[src/rtl/mio_split_pkg.sv]
package mio_split_pkg;
  localparam int unsigned ADDR_W_DEF  = 23;
  localparam int unsigned DATA_W_DEF  = 32;
  localparam int unsigned MEM_AW_DEF  = 21;
  localparam int unsigned IO_AW_DEF   = 7;
  localparam int unsigned CNT_W_DEF   = 2;

  typedef enum logic {
    OWN_MEM = 1'b0,
    OWN_IO  = 1'b1
  } owner_e;
endpackage

[src/rtl/sbd_req_router.sv]
module sbd_req_router #(
  parameter int unsigned ADDR_W = 23,
  parameter int unsigned MEM_AW = 21,
  parameter int unsigned IO_AW  = 7,
  localparam int unsigned SEL_BIT = ADDR_W - 1
) (
  input  logic              clk,
  input  logic              rst_n,
  input  logic [ADDR_W-1:0] addr,
  input  logic              rd,
  input  logic              wr,
  output mio_split_pkg::owner_e sel,
  output logic [MEM_AW-1:0] mem_addr,
  output logic              mem_rd,
  output logic              mem_wr,
  output logic [IO_AW-1:0]  io_addr,
  output logic              io_rd,
  output logic              io_wr
);
  import mio_split_pkg::*;

  logic pick_io;

  always_comb begin
    pick_io  = addr[SEL_BIT];
    sel      = pick_io ? OWN_IO : OWN_MEM;
    mem_addr = addr[MEM_AW-1:0];
    io_addr  = addr[IO_AW-1:0];
    mem_rd   = rd & ~pick_io;
    mem_wr   = wr & ~pick_io;
    io_rd    = rd & pick_io;
    io_wr    = wr & pick_io;
  end

  // never both slaves strobed in one cycle
  p_excl_strobe_r1: assert property (@(posedge clk) disable iff (!rst_n)
    !((mem_rd | mem_wr) && (io_rd | io_wr)));
  p_io_quiet_r1: assert property (@(posedge clk) disable iff (!rst_n)
    ((rd | wr) && !addr[SEL_BIT]) |-> (!io_rd && !io_wr));
  p_mem_quiet_r2: assert property (@(posedge clk) disable iff (!rst_n)
    ((rd | wr) && addr[SEL_BIT]) |-> (!mem_rd && !mem_wr));
endmodule

[src/rtl/sbd_owner_track.sv]
module sbd_owner_track (
  input  logic                  clk,
  input  logic                  rst_n,
  input  logic                  strobe,
  input  mio_split_pkg::owner_e sel,
  output mio_split_pkg::owner_e owner,
  output logic                  issued
);
  import mio_split_pkg::*;

  always_ff @(posedge clk or negedge rst_n) begin
    if (!rst_n) begin
      owner  <= OWN_MEM;
      issued <= 1'b0;
    end else if (strobe) begin
      owner  <= sel;
      issued <= 1'b1;
    end
  end

  // owner follows the select of every strobe
  p_owner_track_r8: assert property (@(posedge clk) disable iff (!rst_n)
    strobe |=> (owner == $past(sel)));
  // owner holds between strobes
  p_owner_hold_r9: assert property (@(posedge clk) disable iff (!rst_n)
    !strobe |=> ($stable(owner) && $stable(issued)));
endmodule

[src/rtl/sbd_resp_mux.sv]
module sbd_resp_mux #(
  parameter int unsigned DATA_W = 32,
  parameter int unsigned CNT_W  = 2
) (
  input  mio_split_pkg::owner_e owner,
  input  logic                  issued,
  input  logic [DATA_W-1:0]     mem_rdata,
  input  logic [CNT_W-1:0]      mem_rcnt,
  input  logic [DATA_W-1:0]     io_rdata,
  input  logic [CNT_W-1:0]      io_rcnt,
  output logic [DATA_W-1:0]     m_rdata,
  output logic [CNT_W-1:0]      m_rcnt
);
  import mio_split_pkg::*;

  always_comb begin
    m_rdata = '0;
    m_rcnt  = '0;
    if (issued) begin
      unique case (owner)
        OWN_IO: begin
          m_rdata = io_rdata;
          m_rcnt  = io_rcnt;
        end
        default: begin
          m_rdata = mem_rdata;
          m_rcnt  = mem_rcnt;
        end
      endcase
    end
  end
endmodule

[src/rtl/mio_split_decoder.sv]
module mio_split_decoder #(
  parameter int unsigned ADDR_W = mio_split_pkg::ADDR_W_DEF,
  parameter int unsigned DATA_W = mio_split_pkg::DATA_W_DEF,
  parameter int unsigned MEM_AW = mio_split_pkg::MEM_AW_DEF,
  parameter int unsigned IO_AW  = mio_split_pkg::IO_AW_DEF,
  parameter int unsigned CNT_W  = mio_split_pkg::CNT_W_DEF
) (
  input  logic              clk,
  input  logic              rst_n,
  input  logic [ADDR_W-1:0] m_addr,
  input  logic [DATA_W-1:0] m_wdata,
  input  logic              m_rd,
  input  logic              m_wr,
  input  logic              m_atomic,
  input  logic              m_nocache,
  output logic [DATA_W-1:0] m_rdata,
  output logic [CNT_W-1:0]  m_rcnt,
  output logic [MEM_AW-1:0] mem_addr,
  output logic [DATA_W-1:0] mem_wdata,
  output logic              mem_rd,
  output logic              mem_wr,
  output logic              mem_atomic,
  output logic              mem_nocache,
  input  logic [DATA_W-1:0] mem_rdata,
  input  logic [CNT_W-1:0]  mem_rcnt,
  output logic [IO_AW-1:0]  io_addr,
  output logic [DATA_W-1:0] io_wdata,
  output logic              io_rd,
  output logic              io_wr,
  output logic              io_atomic,
  output logic              io_nocache,
  input  logic [DATA_W-1:0] io_rdata,
  input  logic [CNT_W-1:0]  io_rcnt
);
  import mio_split_pkg::*;

  owner_e sel, owner;
  logic   issued;
  logic   strobe;

  assign strobe = m_rd | m_wr;

  sbd_req_router #(.ADDR_W(ADDR_W), .MEM_AW(MEM_AW), .IO_AW(IO_AW)) router_i (
    .clk(clk), .rst_n(rst_n), .addr(m_addr), .rd(m_rd), .wr(m_wr), .sel(sel),
    .mem_addr(mem_addr), .mem_rd(mem_rd), .mem_wr(mem_wr),
    .io_addr(io_addr), .io_rd(io_rd), .io_wr(io_wr)
  );

  sbd_owner_track owner_i (
    .clk(clk), .rst_n(rst_n), .strobe(strobe), .sel(sel),
    .owner(owner), .issued(issued)
  );

  sbd_resp_mux #(.DATA_W(DATA_W), .CNT_W(CNT_W)) mux_i (
    .owner(owner), .issued(issued),
    .mem_rdata(mem_rdata), .mem_rcnt(mem_rcnt),
    .io_rdata(io_rdata), .io_rcnt(io_rcnt),
    .m_rdata(m_rdata), .m_rcnt(m_rcnt)
  );

  // side information goes to both ports
  assign mem_wdata   = m_wdata;
  assign io_wdata    = m_wdata;
  assign mem_atomic  = m_atomic;
  assign io_atomic   = m_atomic;
  assign mem_nocache = m_nocache;
  assign io_nocache  = m_nocache;

  // nothing returned before the first request
  p_idle_zero_r7: assert property (@(posedge clk) disable iff (!rst_n)
    !issued |-> (m_rcnt == '0 && m_rdata == '0));
  // after an IO request the count comes from the IO slave
  p_io_resp_r6: assert property (@(posedge clk) disable iff (!rst_n)
    (io_rd | io_wr) |=> (m_rcnt == io_rcnt));
  p_mem_resp_r6: assert property (@(posedge clk) disable iff (!rst_n)
    (mem_rd | mem_wr) |=> (m_rcnt == mem_rcnt));
endmodule

[config.mk]
export PLATFORM = sky130hd
export DESIGN_NAME = mio_split_decoder
export DESIGN_NICKNAME = d
export VERILOG_FILES = /design/src/rtl/mio_split_pkg.sv /design/src/rtl/sbd_req_router.sv /design/src/rtl/sbd_owner_track.sv /design/src/rtl/sbd_resp_mux.sv /design/src/rtl/mio_split_decoder.sv
export SDC_FILE = /design/constraint.sdc
export NUM_CORES = 1
export LEC_CHECK = 0
export ABC_AREA = 1
export BUFFER_PORTS_ARGS = -buffer_cell sky130_fd_sc_hd__buf_2
export CAP_MARGIN = 20
export CORE_AREA = 4 4 100 102
export CTS_CLUSTER_DIAMETER = 120
export DETAILED_ROUTE_END_ITERATION = 8
export DIE_AREA = 0 0 104 106
export GPL_ROUTABILITY_DRIVEN = 0
export GPL_TIMING_DRIVEN = 0
export PLACE_DENSITY = 0.53
export SYNTH_ARGS = -nofsm -noshare
export SYNTH_HDL_FRONTEND = slang
export SYNTH_HIERARCHICAL = 1
export SYNTH_SLANG_ARGS = --single-unit
[constraint.sdc]
create_clock -name clk -period 1.3 [get_ports clk]
set_input_delay 0.13 -clock clk [delete_from_list [all_inputs] [get_ports clk]]
set_output_delay 0.13 -clock clk [all_outputs]
set_load 0.05 [all_outputs]
==> results of run 1 <==
layout by cell type (no fill, tap or decap):
cell type / netlist / layout
buf_2: 8 / 172
buf_4: 97 / 103
nand2_1: 74 / 64
nor2_4: 0 / 45
inv_1: 41 / 41
buf_6: 4 / 21
buf_8: 0 / 16
nor2_2: 0 / 15
nor2_1: 70 / 10
nand2_4: 0 / 5
nand2_2: 0 / 5
buf_12: 0 / 4
clkbuf_8: 0 / 3
buf_16: 0 / 2
dlygate4sd3_1: 0 / 1
or2_1: 1 / 1
dfrtp_1: 2 / 1
dfrtp_2: 0 / 1
cell type report:
type | instances | area share, %
repair buffers | 211 | 38.43
inverters | 41 | 4.259
multi-input cells | 145 | 26.90
clock buffers | 3 | 1.143
plain buffers | 108 | 24.00
well taps | 111 | 3.843
flip-flops and latches | 2 | 1.420
worst min path at each step:
stage / cells past startpoint / end / from / slack [ns]
after floorplan: 0 / owner_i/issued$_DFFE_PN0P_ / rst_n / -0.17
after global placement: 1 / owner_i/issued$_DFFE_PN0P_ / rst_n / -0.08
after detailed placement: 1 / owner_i/issued$_DFFE_PN0P_ / rst_n / -0.08
after CTS: 2 / owner_i/owner$_DFFE_PN0P_ / rst_n / 0.23
after global routing: 2 / owner_i/owner$_DFFE_PN0P_ / rst_n / 0.25
final: 2 / owner_i/owner$_DFFE_PN0P_ / rst_n / 0.23
state kept, by name (all words and copies together) (netlist names):
signal          cells
owner_i/issued      1
owner_i/owner       1
where the power goes:
part / internal, µW / switching (µW) / total, µW
registers: 65.8 / 9.99 / 75.8
logic: 855 / 1470 / 2320
clock network: 196 / 50.3 / 246
worst reg2reg max path: cells and delay by family (launching register included):
family,cells,cell delay [ns]
DFF,1,0.48
buffers and inverters,1,0.16
and+or+nand+nor,2,0.10
per-stage QoR:
step	util, %	power (µW)	setup TNS [ns]
2_1_floorplan	-	1626	-0.002044
3_3_place_gp	32.32	2023	-2.018
3_5_place_dp	32.32	2033	-2.172
4_1_cts	38.80	2638	-5.496
5_1_grt	39.67	2774	-6.434
6_report	39.67	2643	-4.555
metal layers:
layer  up-vias  wire length [µm]  track usage, %  part of all wire (%)
met1       948              2225           11.49                    34
met5         -                 0               0                     0
met4         0                39           1.994                  0.59
met3         4               659           2.611                   9.9
li1       1171                 -               -                     -
met2       134              3712           23.03                    56
repair_timing:
item                                    4_1_cts  5_1_grt
setup buffers                                 2        0
endpoints found under the setup margin       34       34
cloned                                        3        0
pin swaps                                    30       14
endpoints found under the hold margin         2        0
hold buffers                                  1        0
resized for setup                           135       31
cell families after synthesis:
logic type	Yosys count	synth area share [%]
buf+inv	150	61.84
simple gates	145	34.96
flops	2	3.200
==> reports/metrics.csv, run 1 <==
metric,value,unit
grt_setup_unrepaired,true,
slew_viol_final,0,
synth_nets,426,
avgSynthCellArea,5.266,µm²
hold-worst-slack,0.2336,ns
crit_required,1.17,ns
ant_nets,0,
syn-instance-count,297,
synth_ff_type,dfrtp_1,
critPathArrivalTime,1.33,ns
cts_tree,yes,
crit_family,flip-flops,
p_per_area,731.5,mW/mm²
layout-drive-gt1-share,76.86,%
crit_start,owner_i/owner$_DFFE_PN0P_,
drtIter0Drc,51,
crit_path_end_kind,output port,
num_io_pins,263,
cap_violations,0,
grt_pass1_vias,2438,
final_cells,621,
synth_common_cells,"buf_4, nand2_1, nor2_1, inv_1, buf_2",
path_max_fanout,7,
ys_seq_area_share,3.200,%
place_worst_setup_slack,-0.1182,ns
fill_cells,991,
wl_per_cell,10.69,µm
r2r_setup_slack,0.43,ns
path_buf_inv,3,
multi_input_area,972.2,µm²
worstRegToRegCells,3,
drc,0,
critPathKind,reg -> out,
core-area,0.009109,mm²
crit_end,m_rdata[17],
grt_pass1_wl,10670,µm
grt_max_degree,11,
synthTopCellsByArea,"buf_4, nand2_1, nor2_1",
worst_setup_path_start_kind,flip-flop,
grt_overflow_total,0,
period_minus_slack,1.461,ns
clk_pin_slew,0.03,ns
clk_latency,0.21,ns
skew,0,ns
ir_worst_vdd,424.0,µV
fmax,684.4,MHz
worst_pin_slew,0.2600,ns
violations,setup timing,
path_cells,"buf_12, buf_12, nor2_4, nor2_4, buf_8",
antenna_found_initial,0,
start_util,17.17,%
portBuffers,206,
crit_slowest_cell,dfrtp_2,
syn_area,0.001564,mm²
ff_latch_area,51.30,µm²
r2r-start,owner_i/owner$_DFFE_PN0P_,
cts_sinks,2,
layout_setup_ws,-0.1612,ns
cts_inserted_buffers,3,
period_share,112.4,%
yosysWarningCount,6,
slowest_delay,0.48,ns
fp.dieH,106,µm
area_delta_synth_final,131.0,%
min_path_type,in -> async,
wl,6636,µm
grtUsageTotal,11.21,%
antenna_cells,0,
die_area,0.01102,mm²
vias_per_cell,3.634,
placed_cells,614,
synthArstFlopShare,100.0,%
hpwl,5625,µm
nNetsFinal,641,
synth_top_area_share,46.56,%
h-tree-depth,1,
clock_path_buffers,2,
yosysTopAreaCell,buf_4,
place_area,0.002944,mm²
cts-root-buf,clkbuf_8,
setup_violations,34,
slew_headroom,82.79,%
status,"complete, but fails checks",
cp.depth,5,
detail_route.first_pass.iterations,4,
fp-row-count,35,
leakagePower,0.002262,µW
die_w,104,µm
r2r_end,owner_i/owner$_DFFE_PN0P_,
finalHoldViolations,0,
synth.most_common_cell,buf_4,
via_count,2257,
postLayoutCellArea,0.003613,mm²
synth-edff-count,0,
synth.distinct_cells,8,
ys_ff_latch,2,
Note: power is estimated with default switching activity, not from simulation.
==> run 2: changes to the inputs <==
--- a/config.mk
+++ b/config.mk
@@ -6,15 +6,16 @@
 export NUM_CORES = 1
 export LEC_CHECK = 0
 export ABC_AREA = 1
-export BUFFER_PORTS_ARGS = -buffer_cell sky130_fd_sc_hd__buf_2
 export CAP_MARGIN = 20
-export CORE_AREA = 4 4 100 102
+export CORE_AREA = 4 4 99 101
+export CTS_BUF_LIST = sky130_fd_sc_hd__clkbuf_4
 export CTS_CLUSTER_DIAMETER = 120
 export DETAILED_ROUTE_END_ITERATION = 8
-export DIE_AREA = 0 0 104 106
+export DIE_AREA = 0 0 103 105
+export DONT_BUFFER_PORTS = 1
 export GPL_ROUTABILITY_DRIVEN = 0
 export GPL_TIMING_DRIVEN = 0
-export PLACE_DENSITY = 0.53
+export PLACE_DENSITY = 0.3
 export SYNTH_ARGS = -nofsm -noshare
 export SYNTH_HDL_FRONTEND = slang
 export SYNTH_HIERARCHICAL = 1
==> run 2 against run 1 <==
The run still ends with setup timing left; utilization decreased by 14 points; design area decreased by 37%; sequential cell count unchanged; final cell count decreased by 33%; sequential share of layout area increased by 0.78 points; critical endpoint is now m_rdata[22]; highest routed layer unchanged.
==> reports/metrics.csv, run 2 (synthesis results as in run 1) <==
metric,value,unit
place_area,0.001913,mm²
cap_violations,0,
grt_pass1_wl,7258,µm
multi_input_area,957.2,µm²
crit_path_end_kind,output port,
skew,0,ns
clock_path_buffers,2,
slew_headroom,41.14,%
slowest_delay,0.35,ns
crit_required,1.17,ns
fp-row-count,35,
critPathKind,reg -> out,
clk_latency,0.22,ns
vias_per_cell,3.749,
grt_setup_unrepaired,true,
r2r-start,owner_i/owner$_DFFE_PN0P_,
period_share,114.7,%
layout-drive-gt1-share,58.88,%
detail_route.first_pass.iterations,3,
cts-root-buf,clkbuf_4,
min_from,m_addr[22],
fmax,670.6,MHz
setup_violations,34,
wl_per_cell,12.98,µm
drc,0,
setup_tns,-5.410,ns
p_per_area,869.6,mW/mm²
die_w,103,µm
layout_commonest_cell,buf_4,
num_io_pins,263,
critPathArrivalTime,1.36,ns
period_minus_slack,1.491,ns
wl,5388,µm
h-tree-depth,1,
postLayoutCellArea,0.002275,mm²
nNetsFinal,435,
fp.dieH,105,µm
core-area,0.009021,mm²
start_util,17.34,%
hpwl,4566,µm
crit_start,owner_i/owner$_DFFE_PN0P_,
fill_cells,1005,
ant_nets,0,
path_cells,"buf_6, buf_12, buf_8, nor2_1, nor2_4",
grt_pass1_vias,1473,
violations,setup timing,
path_max_fanout,10,
worst_setup_path_start_kind,flip-flop,
area_delta_synth_final,45.44,%
ff_latch_area,50.05,µm²
grtUsageTotal,8.405,%
cts_tree,yes,
leakagePower,0.001352,µW
clk_pin_slew,0.03,ns
largestRegisters,"owner_i/issued x1, owner_i/owner x1",
cts_sinks,2,
min_path_type,in -> reg,
slew_viol_final,0,
grt_max_degree,11,
status,"complete, but fails checks",
crit_slowest_cell,dfrtp_1,
antenna_cells,0,
grt_overflow_total,0,
ir_worst_vdd,337.5,µV
portBuffers,0,
worst_pin_slew,0.8796,ns
mostFrequentLayoutCells,"buf_4, nand2_1, inv_1, nor2_4, nor2_1",
die_area,0.01082,mm²
via_count,1556,
cts_inserted_buffers,3,
finalHoldViolations,0,
drtIter0Drc,33,
layout_setup_ws,-0.1912,ns
antenna_found_initial,0,
## run 2: power breakdown
group          total (µW)  internal (µW)  switching [µW]
Sequential           67.0           65.3            1.69
Combinational        1770            445            1330
Clock                 138            102            36.0
## run 2: timing repair
item                                   CTS  global route
pin swaps                               38            23
cloned                                   2             0
hold buffers                             1             0
endpoints found under the hold margin    2             0
resized for setup                       57            20
setup endpoints to repair               34            34
buffers inserted                         1             0
## run 2: cell type report
class / count / share of cell area, %
clock buffers: 3 / 0.9901
flip-flops and latches: 2 / 2.200
repair buffers: 4 / 3.190
multi-input cells: 145 / 42.08
plain buffers: 109 / 38.67
inverters: 41 / 6.766
well taps: 111 / 6.106
## run 2: per-layer routing
layer,track usage [%],part of all wire [%],up-vias
met3,1.001,10,2
met2,16.64,56,119
met1,9.465,33,678
li1,-,-,757
met5,0,0,-
met4,1.110,0.15,0
## run 2: stage by stage
step	util (%)	hold WS (ns)	setup WS [ns]	std cells	total power (µW)
final	25.22	0.1094	-0.1912	415	1978
after global routing	25.22	0.1174	-0.2672	415	2073
after global placement	21.21	-0.1655	-0.1649	408	1719
after floorplan	-	-0.1656	-0.002044	297	1626
after CTS	24.48	0.09789	-0.2235	415	1985
after detailed placement	21.21	-0.1655	-0.1384	408	1713
## run 2: final timing paths
check	end	slack, ns	depth (start not counted)
worst max-delay path	m_rdata[22]	-0.19	5
min in group asynchronous	owner_i/issued$_DFFE_PN0P_	0.14	1
worst min register to register	owner_i/issued$_DFFE_PN0P_	0.48	1
max in group asynchronous	owner_i/owner$_DFFE_PN0P_	1.03	1
worst min-delay path	owner_i/owner$_DFFE_PN0P_	0.11	3
worst max register to register	owner_i/owner$_DFFE_PN0P_	0.59	3
## run 2: worst max-delay path: cells and delay by family (launching register included)
family / cells / cell delay, ns
DFF: 1 / 0.35
buffers and inverters: 3 / 0.43
and+or+nand+nor: 2 / 0.35
